--- src/rtl/flash_seq_pkg.sv ---
package flash_seq_pkg;

  typedef enum logic [2:0] {
    DEC_READ, DEC_KEY1, DEC_KEY2, DEC_PGM, DEC_EKEY0, DEC_EKEY1, DEC_ESEL
  } dec_state_t;

  typedef enum logic [1:0] {OP_NONE, OP_PROG, OP_CHIP, OP_SECT} op_t;

  typedef enum logic [2:0] {
    ENG_IDLE, ENG_PPULSE, ENG_PWRITE, ENG_PVERIFY,
    ENG_PREPROG, ENG_EPULSE, ENG_EAPPLY, ENG_EVERIFY
  } eng_state_t;

  localparam logic [10:0] KEY_ADDR_A = 11'h555;
  localparam logic [10:0] KEY_ADDR_B = 11'h2AA;
  localparam logic [7:0]  KEY_DATA_A = 8'hAA;
  localparam logic [7:0]  KEY_DATA_B = 8'h55;
  localparam logic [7:0]  CMD_PROGRAM = 8'hA0;
  localparam logic [7:0]  CMD_ERASE   = 8'h80;
  localparam logic [7:0]  CMD_CHIP    = 8'h10;
  localparam logic [7:0]  CMD_SECTOR  = 8'h30;
  localparam logic [7:0]  CMD_SUSPEND = 8'hB0;
  localparam logic [7:0]  CMD_RESUME  = 8'h30;

  function automatic logic is_key_a(input logic [10:0] a, input logic [7:0] d);
    return (a == KEY_ADDR_A) && (d == KEY_DATA_A);
  endfunction

  function automatic logic is_key_b(input logic [10:0] a, input logic [7:0] d);
    return (a == KEY_ADDR_B) && (d == KEY_DATA_B);
  endfunction

  // bit 7: polling answer, bit 6: toggle, rest zero
  function automatic logic [7:0] status_byte(input op_t op, input logic [7:0] tgt,
                                             input logic tog);
    logic poll;
    poll = (op == OP_PROG) ? ~tgt[7] : 1'b0;
    return {poll, tog, 6'b0};
  endfunction

endpackage

--- src/rtl/flash_bus_cap.sv ---
module flash_bus_cap #(
  parameter int ADDR_W = 19
) (
  input  logic              clk,
  input  logic              rst_n,
  input  logic              ce_n,
  input  logic              we_n,
  input  logic              oe_n,
  input  logic [ADDR_W-1:0] addr,
  input  logic [7:0]        dq_i,
  output logic              wr_evt,
  output logic [ADDR_W-1:0] wr_addr,
  output logic [7:0]        wr_data,
  output logic              rd_act,
  output logic              rd_end
);
  logic wr_act, wr_q, rd_q;
  logic wr_open, wr_close;

  assign wr_act   = ~ce_n & ~we_n;
  assign rd_act   = ~ce_n & ~oe_n & we_n;
  assign wr_open  = wr_act & ~wr_q;   // later of the two falling edges
  assign wr_close = ~wr_act & wr_q;   // first of the two rising edges
  assign rd_end   = rd_q & ~rd_act;

  always_ff @(posedge clk) begin
    if (!rst_n) begin
      wr_q    <= 1'b0;
      rd_q    <= 1'b0;
      wr_evt  <= 1'b0;
      wr_addr <= '0;
      wr_data <= '0;
    end else begin
      wr_q   <= wr_act;
      rd_q   <= rd_act;
      wr_evt <= wr_close;
      if (wr_open)  wr_addr <= addr;
      if (wr_close) wr_data <= dq_i;
    end
  end
endmodule

--- src/rtl/flash_cmd_dec.sv ---
module flash_cmd_dec
  import flash_seq_pkg::*;
(
  input  logic        clk,
  input  logic        rst_n,
  input  logic        wr_evt,
  input  logic [10:0] wr_low,
  input  logic [7:0]  wr_data,
  input  logic        eng_idle,
  input  logic        sect_run,
  input  logic        eng_susp,
  output logic        go_prog,
  output logic        go_chip,
  output logic        go_sect,
  output logic        go_susp,
  output logic        go_res
);
  dec_state_t st, st_nxt;

  always_comb begin
    st_nxt  = st;
    go_prog = 1'b0;
    go_chip = 1'b0;
    go_sect = 1'b0;
    go_susp = 1'b0;
    go_res  = 1'b0;
    if (wr_evt) begin
      st_nxt = DEC_READ;
      if (sect_run) begin
        go_susp = (wr_data == CMD_SUSPEND);
      end else if (eng_susp) begin
        go_res = (wr_data == CMD_RESUME);
      end else if (eng_idle) begin
        case (st)
          DEC_READ:  if (is_key_a(wr_low, wr_data)) st_nxt = DEC_KEY1;
          DEC_KEY1:  if (is_key_b(wr_low, wr_data)) st_nxt = DEC_KEY2;
          DEC_KEY2: begin
            if (wr_data == CMD_PROGRAM)    st_nxt = DEC_PGM;
            else if (wr_data == CMD_ERASE) st_nxt = DEC_EKEY0;
          end
          DEC_PGM:   go_prog = 1'b1;
          DEC_EKEY0: if (is_key_a(wr_low, wr_data)) st_nxt = DEC_EKEY1;
          DEC_EKEY1: if (is_key_b(wr_low, wr_data)) st_nxt = DEC_ESEL;
          DEC_ESEL: begin
            go_chip = (wr_data == CMD_CHIP) && (wr_low == KEY_ADDR_A);
            go_sect = (wr_data == CMD_SECTOR);
          end
          default:   st_nxt = DEC_READ;
        endcase
      end
    end
  end

  always_ff @(posedge clk) begin
    if (!rst_n) st <= DEC_READ;
    else        st <= st_nxt;
  end
endmodule

--- src/rtl/flash_embed_eng.sv ---
module flash_embed_eng
  import flash_seq_pkg::*;
#(
  parameter int ADDR_W    = 19,
  parameter int PROG_CYC  = 16,
  parameter int ERASE_CYC = 1000
) (
  input  logic              clk,
  input  logic              rst_n,
  input  logic              go_prog,
  input  logic              go_chip,
  input  logic              go_sect,
  input  logic              go_susp,
  input  logic              go_res,
  input  logic [ADDR_W-1:0] cmd_addr,
  input  logic [7:0]        cmd_data,
  input  logic [7:0]        arr_rdata,
  output logic [ADDR_W-1:0] eng_addr,
  output logic              eng_prog,
  output logic [7:0]        eng_wdata,
  output logic              eng_erase,
  output logic              eng_run,
  output logic              eng_susp,
  output op_t               eng_op,
  output logic [7:0]        tgt_data
);
  localparam int SEC_W = ADDR_W - 3;
  localparam int CMAX  = (PROG_CYC > ERASE_CYC) ? PROG_CYC : ERASE_CYC;
  localparam int CW    = $clog2(CMAX + 1);

  function automatic logic [2:0] sector_of(input logic [ADDR_W-1:0] a);
    return a[ADDR_W-1 -: 3];
  endfunction

  eng_state_t        st;
  logic [2:0]        sec, sec_last;
  logic [SEC_W-1:0]  off;
  logic [CW-1:0]     cnt;
  logic [ADDR_W-1:0] tgt_addr;
  logic              off_end;

  assign off_end   = &off;
  assign eng_run   = (st != ENG_IDLE);
  assign eng_prog  = ~eng_susp & ((st == ENG_PWRITE) || (st == ENG_PREPROG));
  assign eng_wdata = (st == ENG_PWRITE) ? tgt_data : 8'h00;
  assign eng_erase = ~eng_susp & (st == ENG_EAPPLY);
  assign eng_addr  = (eng_op == OP_PROG) ? tgt_addr : {sec, off};

  always_ff @(posedge clk) begin
    if (!rst_n) begin
      st       <= ENG_IDLE;
      eng_op   <= OP_NONE;
      eng_susp <= 1'b0;
      sec      <= '0;
      sec_last <= '0;
      off      <= '0;
      cnt      <= '0;
      tgt_addr <= '0;
      tgt_data <= '0;
    end else begin
      if (go_susp && eng_op == OP_SECT && eng_run) eng_susp <= 1'b1;
      if (go_res) eng_susp <= 1'b0;
      if (!eng_susp) begin
        case (st)
          ENG_IDLE: begin
            if (go_prog) begin
              eng_op   <= OP_PROG;
              tgt_addr <= cmd_addr;
              tgt_data <= cmd_data;
              cnt      <= '0;
              st       <= ENG_PPULSE;
            end else if (go_chip) begin
              eng_op   <= OP_CHIP;
              sec      <= 3'd0;
              sec_last <= 3'd7;
              off      <= '0;
              st       <= ENG_PREPROG;
            end else if (go_sect) begin
              eng_op   <= OP_SECT;
              sec      <= sector_of(cmd_addr);
              sec_last <= sector_of(cmd_addr);
              off      <= '0;
              st       <= ENG_PREPROG;
            end
          end
          ENG_PPULSE: begin
            if (cnt == CW'(PROG_CYC - 1)) st <= ENG_PWRITE;
            else                          cnt <= cnt + 1'b1;
          end
          ENG_PWRITE: st <= ENG_PVERIFY;
          ENG_PVERIFY: begin
            if (arr_rdata == tgt_data) st <= ENG_IDLE;
            else begin
              cnt <= '0;
              st  <= ENG_PPULSE;
            end
          end
          ENG_PREPROG: begin
            if (off_end) begin
              off <= '0;
              cnt <= '0;
              st  <= ENG_EPULSE;
            end else begin
              off <= off + 1'b1;
            end
          end
          ENG_EPULSE: begin
            if (cnt == CW'(ERASE_CYC - 1)) st <= ENG_EAPPLY;
            else                           cnt <= cnt + 1'b1;
          end
          ENG_EAPPLY: begin
            off <= '0;
            st  <= ENG_EVERIFY;
          end
          ENG_EVERIFY: begin
            if (arr_rdata != 8'hFF) begin
              cnt <= '0;
              st  <= ENG_EPULSE;
            end else if (off_end) begin
              if (sec == sec_last) st <= ENG_IDLE;
              else begin
                sec <= sec + 1'b1;
                off <= '0;
                st  <= ENG_PREPROG;
              end
            end else begin
              off <= off + 1'b1;
            end
          end
          default: st <= ENG_IDLE;
        endcase
      end
    end
  end
endmodule

--- src/rtl/flash_cmd_seq.sv ---
module flash_cmd_seq
  import flash_seq_pkg::*;
#(
  parameter int ADDR_W    = 19,
  parameter int PROG_CYC  = 16,
  parameter int ERASE_CYC = 1000
) (
  input  logic              clk,
  input  logic              rst_n,
  input  logic              ce_n,
  input  logic              we_n,
  input  logic              oe_n,
  input  logic [ADDR_W-1:0] addr,
  input  logic [7:0]        dq_i,
  output logic [7:0]        dq_o,
  output logic              dq_oe,
  output logic [ADDR_W-1:0] arr_addr,
  input  logic [7:0]        arr_rdata,
  output logic              arr_prog,
  output logic [7:0]        arr_wdata,
  output logic              arr_erase
);
  logic              wr_evt, rd_act, rd_end;
  logic [ADDR_W-1:0] wr_addr;
  logic [7:0]        wr_data;
  logic              go_prog, go_chip, go_sect, go_susp, go_res;
  logic [ADDR_W-1:0] eng_addr;
  logic              eng_run, eng_susp, busy, sect_run, tog;
  op_t               eng_op;
  logic [7:0]        tgt_data;

  flash_bus_cap #(.ADDR_W(ADDR_W)) u_cap (
    .clk(clk), .rst_n(rst_n), .ce_n(ce_n), .we_n(we_n), .oe_n(oe_n),
    .addr(addr), .dq_i(dq_i), .wr_evt(wr_evt), .wr_addr(wr_addr),
    .wr_data(wr_data), .rd_act(rd_act), .rd_end(rd_end)
  );

  flash_cmd_dec u_dec (
    .clk(clk), .rst_n(rst_n), .wr_evt(wr_evt), .wr_low(wr_addr[10:0]),
    .wr_data(wr_data), .eng_idle(~eng_run), .sect_run(sect_run),
    .eng_susp(eng_susp), .go_prog(go_prog), .go_chip(go_chip),
    .go_sect(go_sect), .go_susp(go_susp), .go_res(go_res)
  );

  flash_embed_eng #(.ADDR_W(ADDR_W), .PROG_CYC(PROG_CYC), .ERASE_CYC(ERASE_CYC)) u_eng (
    .clk(clk), .rst_n(rst_n), .go_prog(go_prog), .go_chip(go_chip),
    .go_sect(go_sect), .go_susp(go_susp), .go_res(go_res),
    .cmd_addr(wr_addr), .cmd_data(wr_data), .arr_rdata(arr_rdata),
    .eng_addr(eng_addr), .eng_prog(arr_prog), .eng_wdata(arr_wdata),
    .eng_erase(arr_erase), .eng_run(eng_run), .eng_susp(eng_susp),
    .eng_op(eng_op), .tgt_data(tgt_data)
  );

  assign busy     = eng_run & ~eng_susp;
  assign sect_run = busy & (eng_op == OP_SECT);
  assign arr_addr = busy ? eng_addr : addr;
  assign dq_oe    = rd_act;
  assign dq_o     = busy ? status_byte(eng_op, tgt_data, tog) : arr_rdata;

  always_ff @(posedge clk) begin
    if (!rst_n)              tog <= 1'b0;
    else if (rd_end && busy) tog <= ~tog;
  end
endmodule

--- config.mk ---
export PLATFORM = sky130hd
export DESIGN_NAME = flash_cmd_seq
export DESIGN_NICKNAME = d
export VERILOG_FILES = /design/src/rtl/flash_seq_pkg.sv /design/src/rtl/flash_bus_cap.sv /design/src/rtl/flash_cmd_dec.sv /design/src/rtl/flash_embed_eng.sv /design/src/rtl/flash_cmd_seq.sv
export SDC_FILE = /design/constraint.sdc
export NUM_CORES = 1
export LEC_CHECK = 0
export ABC_AREA = 1
export BUFFER_PORTS_ARGS = -buffer_cell sky130_fd_sc_hd__buf_2
export CAP_MARGIN = 40
export CORE_MARGIN = 4
export CORE_UTILIZATION = 45
export DETAILED_ROUTE_END_ITERATION = 12
export GPL_TIMING_DRIVEN = 0
export REMOVE_ABC_BUFFERS = 1
export SYNTH_ARGS = -nofsm -noshare
export SYNTH_HDL_FRONTEND = slang
export SYNTH_SLANG_ARGS = --single-unit
--- constraint.sdc ---
create_clock -name clk -period 2.5 [get_ports clk]
set_input_delay 0.125 -clock clk [delete_from_list [all_inputs] [get_ports clk]]
set_output_delay 0.125 -clock clk [all_outputs]
set_load 0.02 [all_outputs]
== Yosys cells after proc, flatten, opt, wreduce, memory -nomap -nowiden ==
Index checks and enable logic that the tools add are counted.
Word-level totals
  flip-flop bits (word level): 99
  input port bits: 40
  output and inout bits: 38
Cells by class
  muxes and demuxes: 72
  $add $sub $neg: 3
  reductions and logical operators: 24
  bitwise gates (word level): 21
  equality and inequality tests: 45
Operators with widths (count)
  two-way mux 16 bit: 7
  two-way mux 3 bit: 23
  case mux 16 bit (4 select lines): 1
  two-way mux 10 bit: 6
  case mux 10 bit (6 select lines): 1
  two-way mux 19 bit: 2
  equality test 8 bit (second input constant): 4
  case mux 3 bit (8 select lines): 1
  two-way mux 1 bit: 23
  equality test 3 bit (second input constant): 7
  adder 16 x 1 -> 16 bit (second input constant): 1
  two-way mux 8 bit: 2
  AND reduction 16 bit: 1
  case mux 3 bit (5 select lines): 1
  inequality test 2 bit (second input constant): 7
  equality test 3 x 2 -> 1 bit (second input constant): 4
  AND reduction 6 bit: 2
  equality test 11 x 10 -> 1 bit (second input constant): 1
  equality test 11 bit (second input constant): 1
  inverter 1 bit: 11
  adder 10 x 1 -> 10 bit (second input constant): 1
  bitwise AND 1 bit: 10
  equality test 10 bit (second input constant): 1
  equality test 10 x 4 -> 1 bit (second input constant): 1
  28 further kinds: 46

== Longest topological paths before layout ==
  depth after elaboration: 10
  gate-level depth with buffers: 13

== By module ==
A second synthesis with hierarchy kept.
Second synthesis, totals
  cells, all modules: 980
  area, all modules: 6187.2 um^2
By module, submodules not included
  flash_embed_eng: cells each 606, instances 1, area an instance 4018.9 um^2
  flash_bus_cap: cells each 190, instances 1, area an instance 1310.0 um^2
  flash_cmd_dec: cells each 91, instances 1, area an instance 447.9 um^2
  flash_cmd_seq: cells each 93, instances 1, area an instance 410.4 um^2

== Worst setup path before layout ==
Ideal clock, no wire load.
  kind: register to output
  from: reg u_eng.st[1]
  to: out arr_addr[10]
  slack: 613 ps
  data required time: 2375 ps
  stages on the path, launching flop included: 9
  data arrival time: 1762 ps
  cells stage by stage: dfxtp_1 -> inv_1 -> ha_1 -> nand2_2 -> inv_2 -> nor2_4 -> clkbuf_1 -> o21ai_0 -> o21ai_0
On the way
  cells in the longest elaborated chain, start to end: 3
Ends and longest elaborated chain
  start, declared: line flash_embed_eng.sv:35  | eng_state_t st;
  start signal, assigned: line flash_embed_eng.sv:51  | st <= ENG_IDLE;
  start signal, assigned: line flash_embed_eng.sv:71  | st <= ENG_PPULSE;
  start signal, assigned: line flash_embed_eng.sv:77  | st <= ENG_PREPROG;
  nonzero test 3 bit: line flash_embed_eng.sv:43  | assign eng_run = (st != ENG_IDLE);
  bitwise AND 1 bit: line flash_cmd_seq.sv:54  | assign busy = eng_run & ~eng_susp;
  two-way mux 19 bit: line flash_cmd_seq.sv:56  | assign arr_addr = busy ? eng_addr : addr;
  end, declared: line flash_cmd_seq.sv:17  | output logic [ADDR_W-1:0] arr_addr,
No other way between the ends.

== Worst setup path in the final report ==
  from: reg u_eng.st[1]
  to: out arr_addr[18]
The elaborated chain is that of the path after synthesis.

==> flow_metrics.env <==
export IMPL_place_ws_ps=-516
export IMPL_rows=41
export IMPL_end_kind="output pin"
export IMPL_area_growth_pct=15.6
export IMPL_min_from="addr[2]"
export IMPL_grt_first_pass_wirelength_um=25800
export IMPL_synth_most_common_cell="nor2_1"
export IMPL_numCtsBuffers=9
export IMPL_dpl_hpwl_um=11200
export IMPL_report_final_slew_viol_count=0
export IMPL_worst_r2r_setup_slack_ps=180
export IMPL_ant_nets=0
export IMPL_postPlaceCellArea_um2=6270
export IMPL_grt_overflow=0
export IMPL_core_area_um2=12600
export IMPL_r2r_end="u_eng.st[2]"
export IMPL_maxCapViolations=0
export IMPL_first_pass_iters=5
export IMPL_cp_start_kind="flop"
export IMPL_initial_core_util_pct=45.9
export IMPL_worstPathRequired_ps=2380
export IMPL_synth_seq_cells=99
export IMPL_maxSlewHeadroom_pct=48.9
export IMPL_clk_latency_ps=350
export IMPL_drt_iter0_drc=438
export IMPL_synth_top_area_share_pct=34.4
export IMPL_worstPathCellList="inv_1 -> ha_1 -> nand2_2 -> inv_2 -> nor2_4 -> buf_12 -> clkinvlp_4 -> buf_4 -> nand2_1 -> o21ai_0 -> buf_2"
export IMPL_drive_gt1_share_pct=15.5
export IMPL_viasPerCell=4.99
export IMPL_hold_ws_ps=10.3
export IMPL_setup_worst_path_class="reg -> out"
export IMPL_min_to="u_cap.wr_addr[2]"
export IMPL_synth_warnings=0
export IMPL_die_y_um=121
export IMPL_n_antenna_cell=0
export IMPL_fin_nets=1021
export IMPL_antenna_found_initial=0
export IMPL_layout_setup_ws_ps=152
export IMPL_period_share_pct=93.9
export IMPL_cts_root_buf="clkbuf_16"
export IMPL_critPathArrivalTime_ps=2220
export IMPL_clk_pin_slew_ps=70
export IMPL_place_congestion=0.866
export IMPL_first_global_vias=5167
export IMPL_clock_path_buffers=2
export IMPL_dieArea_um2=14700
export IMPL_routedWlPerCell_um=13.8
export IMPL_ios=78
export IMPL_setup_viol=0
export IMPL_yosys_top_cells_area="dfxtp_1 (34%), nor2_1 (14%), nand2_1 (11%), o21ai_0 (9.9%), inv_1 (4.9%)"
export IMPL_outcome="finished, final reports clean"
export IMPL_synth_distinct_cells=39
export IMPL_max_slew_worst_pin_slew_ps=765
export IMPL_ir_drop_mv=0.413
export IMPL_ys_seq_area_share_pct=34.4
export IMPL_final_area_um2=6670
export IMPL_ys_top_cells_by_count="nor2_1 (215), nand2_1 (164), o21ai_0 (114)"
export IMPL_fin_skew_ps=7.98
export IMPL_cp_max_fo=17
export IMPL_reg2regPathDepth=10
export IMPL_grt_max_degree=57
export IMPL_fmax_mhz=426
export IMPL_rr_startpoint="u_eng.st[0]"
export IMPL_worst_path_max_delay_cell="dfxtp_1"
export IMPL_finalNonFillerCells=1149
export IMPL_synthArstFlopShare_pct=0
export IMPL_power_density_nw_per_um2=806
export IMPL_p_leak_nw=2.86
export IMPL_final_min_clock_period_ps=2350
export IMPL_finalWirelength_um=15800
export IMPL_rsz0062_at_grt="no"
export IMPL_cts_tree="built"
export IMPL_place_inst=1124
export IMPL_p_total_mw=5.37
export IMPL_h_tree_depth=3
export IMPL_yosysTopAreaCell="dfxtp_1"
export IMPL_synth_cells=903
export IMPL_numPortBuffers=77
export IMPL_syn_avg_cell_area_um2=6.39
export IMPL_yosys_most_used_dff="dfxtp_1"
export IMPL_synth_edf_count=0
export IMPL_syn_area_um2=5770
export IMPL_cpPeakStageDelay_ps=420
export IMPL_holdCritPathClass="in -> reg"
export IMPL_finalHoldViolCount=0
export IMPL_vias=5731
export IMPL_hold_depth=3
export IMPL_drc=0
export IMPL_die_x_um=121
export IMPL_track_usage_pct=21.9
export IMPL_clock_sinks=99
## worst max-delay path, delay by kind of cell (launching register included)
| family | cells | cell delay (ps) |
|---|---|---|
| DFF | 1 | 420 |
| and+or+nand+nor | 3 | 310 |
| AOI/OAI and AO/OA | 1 | 120 |
| buffers and inverters | 6 | 760 |
| adders and majority gates | 1 | 260 |
## report_power, final
part	leakage [nW]	total (mW)	internal, mW	switching, mW
logic	1.91	2.15	0.710	1.44
clock network	0.142	1.42	0.799	0.617
registers	0.805	1.81	1.68	0.128
total	2.86	5.37	3.19	2.19
## timing repair
| action | 4_1_cts | 5_1_grt |
|---|---|---|
| endpoints found under the hold margin | 2 | 0 |
| resized for setup | 4 | 2 |
| setup buffers | 5 | 1 |
| endpoints found under the setup margin | 38 | 10 |
| pin swaps | 1 | 1 |
| gates cloned | 2 | 0 |
| hold buffers | 2 | 0 |
## registers in the layout, summed over array words and instances, names as in the netlist, 3 cells and up
| signal | flops |
|---|---|
| u_cap.wr_addr | 19 |
| u_cap.wr_data | 8 |
| u_dec.st | 3 |
| u_eng.cnt | 10 |
| u_eng.off | 16 |
| u_eng.sec | 3 |
| u_eng.sec_last | 3 |
| u_eng.st | 3 |
| u_eng.tgt_addr | 19 |
| u_eng.tgt_data | 8 |
## how the worst max path moves through the flow
stage                 from       endpoint  slack [ps]  cells past startpoint
3_5_place_dp   u_eng.st[1]  u_eng.off[13]        -520                     12
6_report       u_eng.st[1]   arr_addr[18]         150                     11
5_1_grt        u_eng.st[0]   u_eng.off[4]          10                     14
4_1_cts        u_eng.st[1]   arr_addr[17]          70                      8
2_1_floorplan  u_eng.st[1]   u_eng.off[4]         260                     12
3_3_place_gp   u_eng.st[1]  u_eng.off[13]        -540                     12
## placed cells by master, fill, tap and decap left out, drive strengths merged
cell	n
nor2	228
clkbuf	11
clkinvlp	3
or2	3
o21ai	115
nand3b	2
buf	87
bufinv	1
dfxtp	99
nand4	13
nand3	53
clkinv	6
o31ai	1
xnor2	10
o21bai	1
a31oi	1
nor2b	1
dlygate4sd3	2
nand2	174
ha	8
o21a	1
a21oi	51
xor2	7
nor3	17
inv	82
## cell families (layout without fill, tap and decap cells)
kind of cell             Yosys count  in the layout  share of synthesized area [%]
buffers and inverters            119            192                           8.29
AND/OR/NAND/NOR                  490            491                           37.9
AO/OA/AOI/OAI                    170            170                           15.2
adder cells (fa/ha/maj)            8              8                           1.74
flip-flops                        99             99                           34.4
XOR/XNOR                          17             17                           2.58
## layout make-up
| type | instances | area (µm²) |
|---|---|---|
| inverters | 87 | 333 |
| clock inverters | 4 | 51.3 |
| multi-input cells | 686 | 3320 |
| fillers | 1322 | 5900 |
| repair buffers | 89 | 517 |
| clock buffers | 11 | 243 |
| flip-flops and latches | 99 | 1980 |
| repair inverters | 1 | 7.51 |
| well taps | 172 | 215 |
## through the flow
| step | util (%) | TNS (ps) |
|---|---|---|
| final | 53.1 | 0 |
| after global routing | 53.1 | 0 |
| after CTS | 53.0 | 0 |
| after detailed placement | 49.9 | -8530 |
| after global placement | 49.5 | -15060 |
| after floorplan | - | 0 |
## per-layer routing
| metal | global-route usage (%) | vias to the layer above | part of all wire (%) |
|---|---|---|---|
| met5 | 0 | - | 0 |
| met4 | 6.72 | 0 | 1.4 |
| met3 | 2.89 | 14 | 5.1 |
| met2 | 36.1 | 134 | 45 |
| met1 | 29.9 | 2544 | 49 |
| li1 | - | 3039 | - |
Power figures use the tool's default switching activity.
